[src/rtl/pll_seq_pkg.sv]
// Package: pll_seq_pkg
// Shared bit positions, state type and control-write selector for the
// PLL reprogramming sequencer. Assumes a control register whose low five
// bits carry power-down, bypass, two direct-path bits and clock-enable.
package pll_seq_pkg;

    localparam int PD_BIT   = 0;
    localparam int BYP_BIT  = 1;
    localparam int DIN_BIT  = 2;
    localparam int DOUT_BIT = 3;
    localparam int CEN_BIT  = 4;

    typedef enum logic [2:0] {
        ST_IDLE,
        ST_PDN,
        ST_MUL,
        ST_DIV,
        ST_PUP,
        ST_WAIT,
        ST_EN,
        ST_FAIL
    } seq_state_e;

    typedef enum logic [1:0] {
        CW_NONE,
        CW_DOWN,
        CW_UP,
        CW_ENABLE
    } ctrl_op_e;

endpackage

[src/rtl/pll_seq_timer.sv]
// Module: pll_seq_timer
// Counts the lock-poll interval. While run_i is high it counts clock
// cycles and raises tick_o in the last cycle of each WAIT_CYC window,
// then restarts. Assumes WAIT_CYC >= 1; the count clears whenever run_i
// is low, so every window starts from zero.
module pll_seq_timer #(
    parameter int WAIT_CYC = 1000
) (
    input  logic clk,
    input  logic rst_n,
    input  logic run_i,
    output logic tick_o
);
    localparam int CNT_W = (WAIT_CYC > 1) ? $clog2(WAIT_CYC) : 1;
    localparam logic [CNT_W-1:0] LAST = CNT_W'(WAIT_CYC - 1);

    logic [CNT_W-1:0] cnt_q;

    assign tick_o = run_i && (cnt_q == LAST);

    // Interval counter: advance while running, restart on tick or idle.
    always_ff @(posedge clk) begin
        if (!rst_n) begin
            cnt_q <= '0;
        end else if (!run_i || tick_o) begin
            cnt_q <= '0;
        end else begin
            cnt_q <= cnt_q + 1'b1;
        end
    end

endmodule

[src/rtl/pll_seq_ctrl_fmt.sv]
// Module: pll_seq_ctrl_fmt
// Builds the control-register write word from the value captured at start.
// The five managed bits are forced per operation; all other bits pass
// through unchanged. Purely combinational.
module pll_seq_ctrl_fmt
    import pll_seq_pkg::*;
#(
    parameter int CTRL_W = 32
) (
    input  logic [CTRL_W-1:0] base_i,
    input  ctrl_op_e          op_i,
    output logic [CTRL_W-1:0] word_o
);
    localparam logic [CTRL_W-1:0] PD_M  = CTRL_W'(1) << PD_BIT;
    localparam logic [CTRL_W-1:0] CEN_M = CTRL_W'(1) << CEN_BIT;
    localparam logic [CTRL_W-1:0] CLR_M = (CTRL_W'(1) << BYP_BIT)
                                        | (CTRL_W'(1) << DIN_BIT)
                                        | (CTRL_W'(1) << DOUT_BIT)
                                        | CEN_M;

    logic [CTRL_W-1:0] down_w;

    assign down_w = (base_i | PD_M) & ~CLR_M;

    // Select the word for the current control-write step.
    always_comb begin
        unique case (op_i)
            CW_DOWN:   word_o = down_w;
            CW_UP:     word_o = down_w & ~PD_M;
            CW_ENABLE: word_o = (down_w & ~PD_M) | CEN_M;
            default:   word_o = down_w;
        endcase
    end

endmodule

[src/rtl/pll_seq_fsm.sv]
// Module: pll_seq_fsm
// Sequencing state machine. Walks power-down, multiplier write, divider
// write, power-up and then up to MAX_TRIES lock polls paced by tick_i.
// Ends in either an enable step or a fail step. Accepts start only in
// idle. Assumes tick_i is high only while run_o is high.
module pll_seq_fsm
    import pll_seq_pkg::*;
#(
    parameter int MAX_TRIES = 4
) (
    input  logic     clk,
    input  logic     rst_n,
    input  logic     start_i,
    input  logic     lock_i,
    input  logic     tick_i,
    output logic     accept_o,
    output logic     run_o,
    output ctrl_op_e ctrl_op_o,
    output logic     mult_we_o,
    output logic     div_we_o,
    output logic     busy_o,
    output logic     done_o,
    output logic     err_o
);
    localparam int TRY_W = (MAX_TRIES > 1) ? $clog2(MAX_TRIES) : 1;
    localparam logic [TRY_W-1:0] TRY_LAST = TRY_W'(MAX_TRIES - 1);

    seq_state_e       state_q, state_d;
    logic [TRY_W-1:0] tries_q;

    assign accept_o = (state_q == ST_IDLE) && start_i;

    // Next-state selection for the fixed reprogramming order.
    always_comb begin
        state_d = state_q;
        unique case (state_q)
            ST_IDLE: if (start_i) state_d = ST_PDN;
            ST_PDN:  state_d = ST_MUL;
            ST_MUL:  state_d = ST_DIV;
            ST_DIV:  state_d = ST_PUP;
            ST_PUP:  state_d = ST_WAIT;
            ST_WAIT: begin
                if (tick_i) begin
                    if (lock_i)                  state_d = ST_EN;
                    else if (tries_q == TRY_LAST) state_d = ST_FAIL;
                end
            end
            ST_EN:   state_d = ST_IDLE;
            ST_FAIL: state_d = ST_IDLE;
            default: state_d = ST_IDLE;
        endcase
    end

    // State register.
    always_ff @(posedge clk) begin
        if (!rst_n) state_q <= ST_IDLE;
        else        state_q <= state_d;
    end

    // Poll counter: cleared at power-up, advanced on each unlocked sample.
    always_ff @(posedge clk) begin
        if (!rst_n) begin
            tries_q <= '0;
        end else if (state_q == ST_PUP) begin
            tries_q <= '0;
        end else if (state_q == ST_WAIT && tick_i && !lock_i) begin
            tries_q <= tries_q + 1'b1;
        end
    end

    // Output decode from the current state.
    always_comb begin
        ctrl_op_o = CW_NONE;
        unique case (state_q)
            ST_PDN:  ctrl_op_o = CW_DOWN;
            ST_PUP:  ctrl_op_o = CW_UP;
            ST_EN:   ctrl_op_o = CW_ENABLE;
            default: ctrl_op_o = CW_NONE;
        endcase
    end

    assign run_o     = (state_q == ST_WAIT);
    assign mult_we_o = (state_q == ST_MUL);
    assign div_we_o  = (state_q == ST_DIV);
    assign busy_o    = (state_q != ST_IDLE);
    assign done_o    = (state_q == ST_EN);
    assign err_o     = (state_q == ST_FAIL);

endmodule

[src/rtl/pll_reprog_seq.sv]
// Module: pll_reprog_seq
// Top of the PLL reprogramming sequencer. Captures the control value and
// the multiplier word when a start is accepted. Drives the three register
// write ports in a fixed order and reports done or error.
// Assumptions:
//  - ctrl_rd_i reflects the control register when start is raised.
//  - WAIT_CYC is the poll interval expressed in clock cycles.
module pll_reprog_seq
    import pll_seq_pkg::*;
#(
    parameter int                CTRL_W    = 32,
    parameter int                MULT_W    = 32,
    parameter int                DIV_W     = 32,
    parameter logic [DIV_W-1:0]  DIV_WORD  = 32'h0030_2062,
    parameter int                WAIT_CYC  = 1000,
    parameter int                MAX_TRIES = 4
) (
    input  logic              clk,
    input  logic              rst_n,
    input  logic              start_i,
    input  logic [MULT_W-1:0] mult_i,
    input  logic [CTRL_W-1:0] ctrl_rd_i,
    input  logic              lock_i,
    output logic              busy_o,
    output logic              done_o,
    output logic              err_o,
    output logic              ctrl_we_o,
    output logic [CTRL_W-1:0] ctrl_wdata_o,
    output logic              mult_we_o,
    output logic [MULT_W-1:0] mult_wdata_o,
    output logic              div_we_o,
    output logic [DIV_W-1:0]  div_wdata_o
);
    logic              accept;
    logic              run;
    logic              tick;
    ctrl_op_e          ctrl_op;
    logic [CTRL_W-1:0] base_q;
    logic [MULT_W-1:0] mult_q;

    // Capture control and multiplier inputs on an accepted start only.
    always_ff @(posedge clk) begin
        if (!rst_n) begin
            base_q <= '0;
            mult_q <= '0;
        end else if (accept) begin
            base_q <= ctrl_rd_i;
            mult_q <= mult_i;
        end
    end

    pll_seq_fsm #(
        .MAX_TRIES (MAX_TRIES)
    ) u_fsm (
        .clk       (clk),
        .rst_n     (rst_n),
        .start_i   (start_i),
        .lock_i    (lock_i),
        .tick_i    (tick),
        .accept_o  (accept),
        .run_o     (run),
        .ctrl_op_o (ctrl_op),
        .mult_we_o (mult_we_o),
        .div_we_o  (div_we_o),
        .busy_o    (busy_o),
        .done_o    (done_o),
        .err_o     (err_o)
    );

    pll_seq_timer #(
        .WAIT_CYC (WAIT_CYC)
    ) u_timer (
        .clk    (clk),
        .rst_n  (rst_n),
        .run_i  (run),
        .tick_o (tick)
    );

    pll_seq_ctrl_fmt #(
        .CTRL_W (CTRL_W)
    ) u_fmt (
        .base_i (base_q),
        .op_i   (ctrl_op),
        .word_o (ctrl_wdata_o)
    );

    assign ctrl_we_o    = (ctrl_op != CW_NONE);
    assign mult_wdata_o = mult_q;
    assign div_wdata_o  = DIV_WORD;

endmodule

[config.mk]
export PLATFORM = sky130hd
export DESIGN_NAME = pll_reprog_seq
export DESIGN_NICKNAME = d
export VERILOG_FILES = /design/src/rtl/pll_seq_pkg.sv /design/src/rtl/pll_seq_timer.sv /design/src/rtl/pll_seq_ctrl_fmt.sv /design/src/rtl/pll_seq_fsm.sv /design/src/rtl/pll_reprog_seq.sv
export SDC_FILE = /design/constraint.sdc
export NUM_CORES = 1
export LEC_CHECK = 0
export BUFFER_PORTS_ARGS = -buffer_cell sky130_fd_sc_hd__buf_2
export CORE_ASPECT_RATIO = 0.8
export CORE_MARGIN = 2
export CORE_UTILIZATION = 37
export CTS_CLUSTER_DIAMETER = 150
export DETAILED_ROUTE_END_ITERATION = 8
export GPL_TIMING_DRIVEN = 0
export HOLD_SLACK_MARGIN = 0.06
export PLACE_DENSITY = 0.67
export SLEW_MARGIN = 20
export SYNTH_ARGS = -nofsm -noshare
export SYNTH_HDL_FRONTEND = slang
export SYNTH_SLANG_ARGS = --single-unit
[constraint.sdc]
create_clock -name clk -period 3.76 [get_ports clk]
set_clock_uncertainty 0.1 [all_clocks]
set_input_delay 0.564 -clock clk [delete_from_list [all_inputs] [get_ports clk]]
set_output_delay 0.564 -clock clk [all_outputs]
set_load 0.005 [all_outputs]
==> results by group <==
Drt
  – Avg WL per Cell: ~12 um
  – First-pass iteration count of the detailed router: 4
  – Via count: 2906
  – Total length of routed wires: 7.891 mm
  – Routed Antenna Nets: 0
  – Number of violations reported at the end of detailed-routing iteration 0: 110
  – Post-detailed-route via-to-cell ratio: between 4 and 5
  – Number of remaining DRC errors: 0

Final layout
  – Number of diodes: 0
  – Non-filler cells, final: a little under 700
  – Layout cell share with drive strength beyond 1: 0.3683
  – Total number of nets in the final design: 627
  – Area growth, synth to finish: 34.24%

Synth
  – Flop and latch count out of synthesis: 74
  – Average cell area after synthesis: between 8 and 9 sq um
  – Warning count from the yosys run: 0
  – Number of distinct standard cells referenced by the synthesized netlist: 39
  – Sequential area share after synthesis: 0.4475
  – Instance count of the mapped netlist: 385
  – Netlist area before placement: 3311 sq um

Global route
  – Antenna violations before repair: 0
  – Tot GR Track Use: 0.1594
  – Largest net degree at the start of global routing: 13
  – Total grt overflow: 0
  – Number of global-route vias before repair: about 2600
  – First-pass GRT wire length: approximately 12 mm

Clock network
  – CTS tree: done
  – Hold_buf cts: 0
  – Number of resized instances in the post-cts repair step: 0
  – Number of H-tree levels: 3
  – Buffer type at the clock tree root: sky130_fd_sc_hd__clkbuf_8
  – Worst-Skew Late Latency: 0.35 ns
  – Sinks on Clock Net: 74
  – Clock-pin slew of the registers on the worst-case setup and hold paths: roughly 0.08 ns
  – Post-CTS Repair Setup Buffers: 0
  – Number of buffers created by CTS: 9
  – Buffer depth of the longest clock path: 2

Timing
  – Total Neg Setup Slack: 0 ns
  – Tcrit/Tclk final: 0.5525
  – Highest clock rate: roughly 480 MHz
  – Slew Viols, Final: 0
  – Final hold violations: 0
  – Setup repair after global routing missed its margin: no
  – Minimum clock period after layout: ~2.1 ns
  – Number of setup violations in the final report: 0

Placement
  – Detailed Place HPWL: approximately 6.1 mm
  – Port bufs: between 100 and 150
  – Number of placed instances with taps included: between 600 and 700
  – Last weighted congestion value of the routability-driven placer: approximately 0.74

Job
  – Max Cap Violations: 0

Worst setup path
  – Worst-path fanout max: 10
  – Arrival time reported for the critical path endpoint: between 1 and 1.5 ns
  – Setup slack of the worst register-to-register path: 2.07 ns
  – Capturing element type of the critical path: primary output
  – Worst reg-to-reg path cell count: 5
  – Launch instance of the worst register-to-register path: u_timer.cnt_q[0]$_SDFF_PP0_
  – Start-to-end type of the worst setup path: reg -> out
  – Critical Path RT: between 3 and 4 ns
  – Reg-to-Reg End: u_timer.cnt_q[3]$_SDFF_PP0_
  – Startpoint class of the critical path: flip-flop

Die
  – Total core area: between 8000 and 9000 sq um
  – Number of I/O pins: 170
  – Overall die width: about 110 um
  – Total die area: 9725 sq um
  – Vertical die dimension: 88.61 um
  – Standard-cell rows: 30
  – Initial core utilization: 0.3852

Min path
  – Min-Delay Path Depth: 3
  – End point of the most critical hold path: base_q[25]$_SDFFE_PN0P_
  – Hold/Removal Path Class: in -> reg
  – Start point of the worst hold path: ctrl_rd_i[25]

Pwr
  – Maximum vdd drop: a little over 0.2 mV
  – Power Density: approximately 440 nW/um^2
  – Static leakage: 2.090 nW

Status
  – Status: completed
power breakdown:
part,switching [mW],internal (mW)
Sequential,0.0299,0.847
Clock,0.292,0.410
Combinational,0.198,0.188
Total,0.519,1.45
through the flow:
stage                 util  total power [mW]  hold slack (ns)  setup WS, ns  area, sq um
global placement    0.4904             1.278           0.3305         2.034         4215
detailed placement  0.4904             1.287           0.3397         2.009         4215
floorplan                -             1.135           0.3175         2.215         3435
global route        0.5170             2.084           0.3145         1.590         4444
finish              0.5170             1.965           0.3430         1.683         4444
CTS                 0.5170             2.001           0.3175         1.642         4444
sequential cells by signal, indices dropped and copies added (netlist names):
name and count:
u_fsm.tries_q 2, u_fsm.state_q 3, mult_wdata_o 32, u_timer.cnt_q 10
base_q 27
critical path, cell delays in order, from the launching register on:
cell and delay (ns):
sky130_fd_sc_hd__dfxtp_1 0.37, sky130_fd_sc_hd__buf_2 0.22, sky130_fd_sc_hd__nand2b_1 0.22, sky130_fd_sc_hd__o21ai_0 0.10, sky130_fd_sc_hd__buf_2 0.14
cell type report:
class	instances	area (sq um)
buffer	58	429.2
clock buffer	12	155.1
clock inverter	4	73.82
fill	858	4151
inverter	5	18.77
multi-input combinational	281	1505
sequential	74	1481
tap	112	140.1
timing repair buffer	128	640.6
logic make-up after synthesis:
| logic type | synth area share |
|---|---|
| AOI/OAI and AO/OA | 0.1738 |
| other | 0.002268 |
| DFF | 0.4475 |
| buffers and inverters | 0.1353 |
| muxes | 0.003024 |
| xor gates and xnor gates | 0.01852 |
| adders and majority gates | 0.007557 |
| and+or+nand+nor | 0.2120 |
per-layer routing:
metal,track usage,vias up,part of all wire
li1,-,1521,-
met5,0,-,0
met3,0.07069,7,0.080
met4,0.03797,0,0.0075
met2,0.2772,81,0.49
met1,0.1806,1297,0.42
Yosys cell counts:
| cell type | instances | area [sq um] |
|---|---|---|
| sky130_fd_sc_hd__a31oi_1 | 1 | 6.260 |
| sky130_fd_sc_hd__nor3_1 | 3 | 15.01 |
| sky130_fd_sc_hd__nand4bb_1 | 1 | 11.26 |
| sky130_fd_sc_hd__xnor2_1 | 5 | 43.79 |
| sky130_fd_sc_hd__nand4_2 | 1 | 12.51 |
| sky130_fd_sc_hd__and2_1 | 1 | 6.260 |
| sky130_fd_sc_hd__a21oi_1 | 6 | 30.03 |
| sky130_fd_sc_hd__nand2_1 | 121 | 454.2 |
| sky130_fd_sc_hd__nand3b_1 | 1 | 7.510 |
| sky130_fd_sc_hd__dfxtp_1 | 74 | 1481 |
| sky130_fd_sc_hd__o21ai_0 | 3 | 15.01 |
| sky130_fd_sc_hd__mux2i_1 | 1 | 10.01 |
| sky130_fd_sc_hd__nor3_4 | 1 | 16.27 |
| sky130_fd_sc_hd__buf_12 | 2 | 40.04 |
| sky130_fd_sc_hd__o21a_1 | 2 | 15.01 |
| sky130_fd_sc_hd__or2_2 | 1 | 6.260 |
| sky130_fd_sc_hd__buf_2 | 5 | 25.02 |
| sky130_fd_sc_hd__a21boi_2 | 10 | 112.6 |
| sky130_fd_sc_hd__nand4_1 | 1 | 6.260 |
| sky130_fd_sc_hd__ha_1 | 2 | 25.02 |
| sky130_fd_sc_hd__a31o_2 | 1 | 8.760 |
| sky130_fd_sc_hd__nor2_1 | 16 | 60.06 |
| sky130_fd_sc_hd__inv_1 | 5 | 18.77 |
| sky130_fd_sc_hd__nand3_1 | 5 | 25.02 |
| sky130_fd_sc_hd__nor4_1 | 2 | 12.51 |
| sky130_fd_sc_hd__nor4_4 | 1 | 21.27 |
| sky130_fd_sc_hd__and3_1 | 1 | 6.260 |
| sky130_fd_sc_hd__nand2b_1 | 2 | 12.51 |
| sky130_fd_sc_hd__nor2b_1 | 2 | 12.51 |
| sky130_fd_sc_hd__xor2_1 | 2 | 17.52 |
| sky130_fd_sc_hd__o21bai_2 | 1 | 11.26 |
| sky130_fd_sc_hd__buf_4 | 36 | 270.3 |
| sky130_fd_sc_hd__a21boi_0 | 49 | 367.9 |
| sky130_fd_sc_hd__nand4b_1 | 1 | 8.760 |
| sky130_fd_sc_hd__conb_1 | 2 | 7.510 |
| sky130_fd_sc_hd__nor3b_1 | 1 | 7.510 |
| sky130_fd_sc_hd__buf_6 | 5 | 56.30 |
| sky130_fd_sc_hd__o221ai_1 | 1 | 8.760 |
| sky130_fd_sc_hd__clkbuf_1 | 10 | 37.54 |
worst max path at each step:
stage / startpoint / endpoint / slack [ns]
floorplan: u_timer.cnt_q[0]$_SDFF_PP0_ / u_timer.cnt_q[3]$_SDFF_PP0_ / 2.22
global placement: rst_n / u_timer.cnt_q[5]$_SDFF_PP0_ / 2.03
detailed placement: rst_n / u_timer.cnt_q[5]$_SDFF_PP0_ / 2.01
CTS: u_fsm.state_q[0]$_SDFFE_PN0P_ / ctrl_we_o / 1.64
global route: u_fsm.state_q[0]$_SDFFE_PN0P_ / ctrl_we_o / 1.59
finish: u_fsm.state_q[0]$_SDFFE_PN0P_ / ctrl_we_o / 1.68
cell usage in the layout (no fill, tap or decap), drive strengths merged:
| cell type | instances |
|---|---|
| nor2 | 16 |
| nand2 | 121 |
| nor2b | 2 |
| conb | 35 |
| a31o | 1 |
| dfxtp | 74 |
| xnor2 | 5 |
| o21a | 2 |
| nand4b | 1 |
| a31oi | 1 |
| clkbuf | 22 |
| nand3 | 5 |
| and3 | 1 |
| nand3b | 1 |
| o21bai | 1 |
| and2 | 1 |
| nor3 | 4 |
| nand4 | 2 |
| inv | 5 |
| buf | 176 |
| a21oi | 6 |
| o221ai | 1 |
| bufinv | 2 |
| or2 | 1 |
| o21ai | 3 |
| a21boi | 59 |
| xor2 | 2 |
| nand2b | 2 |
| ha | 2 |
| nor4 | 3 |
| nand4bb | 1 |
| nor3b | 1 |
| clkinv | 2 |
| mux2i | 1 |
(Power assumes the default switching activity.)
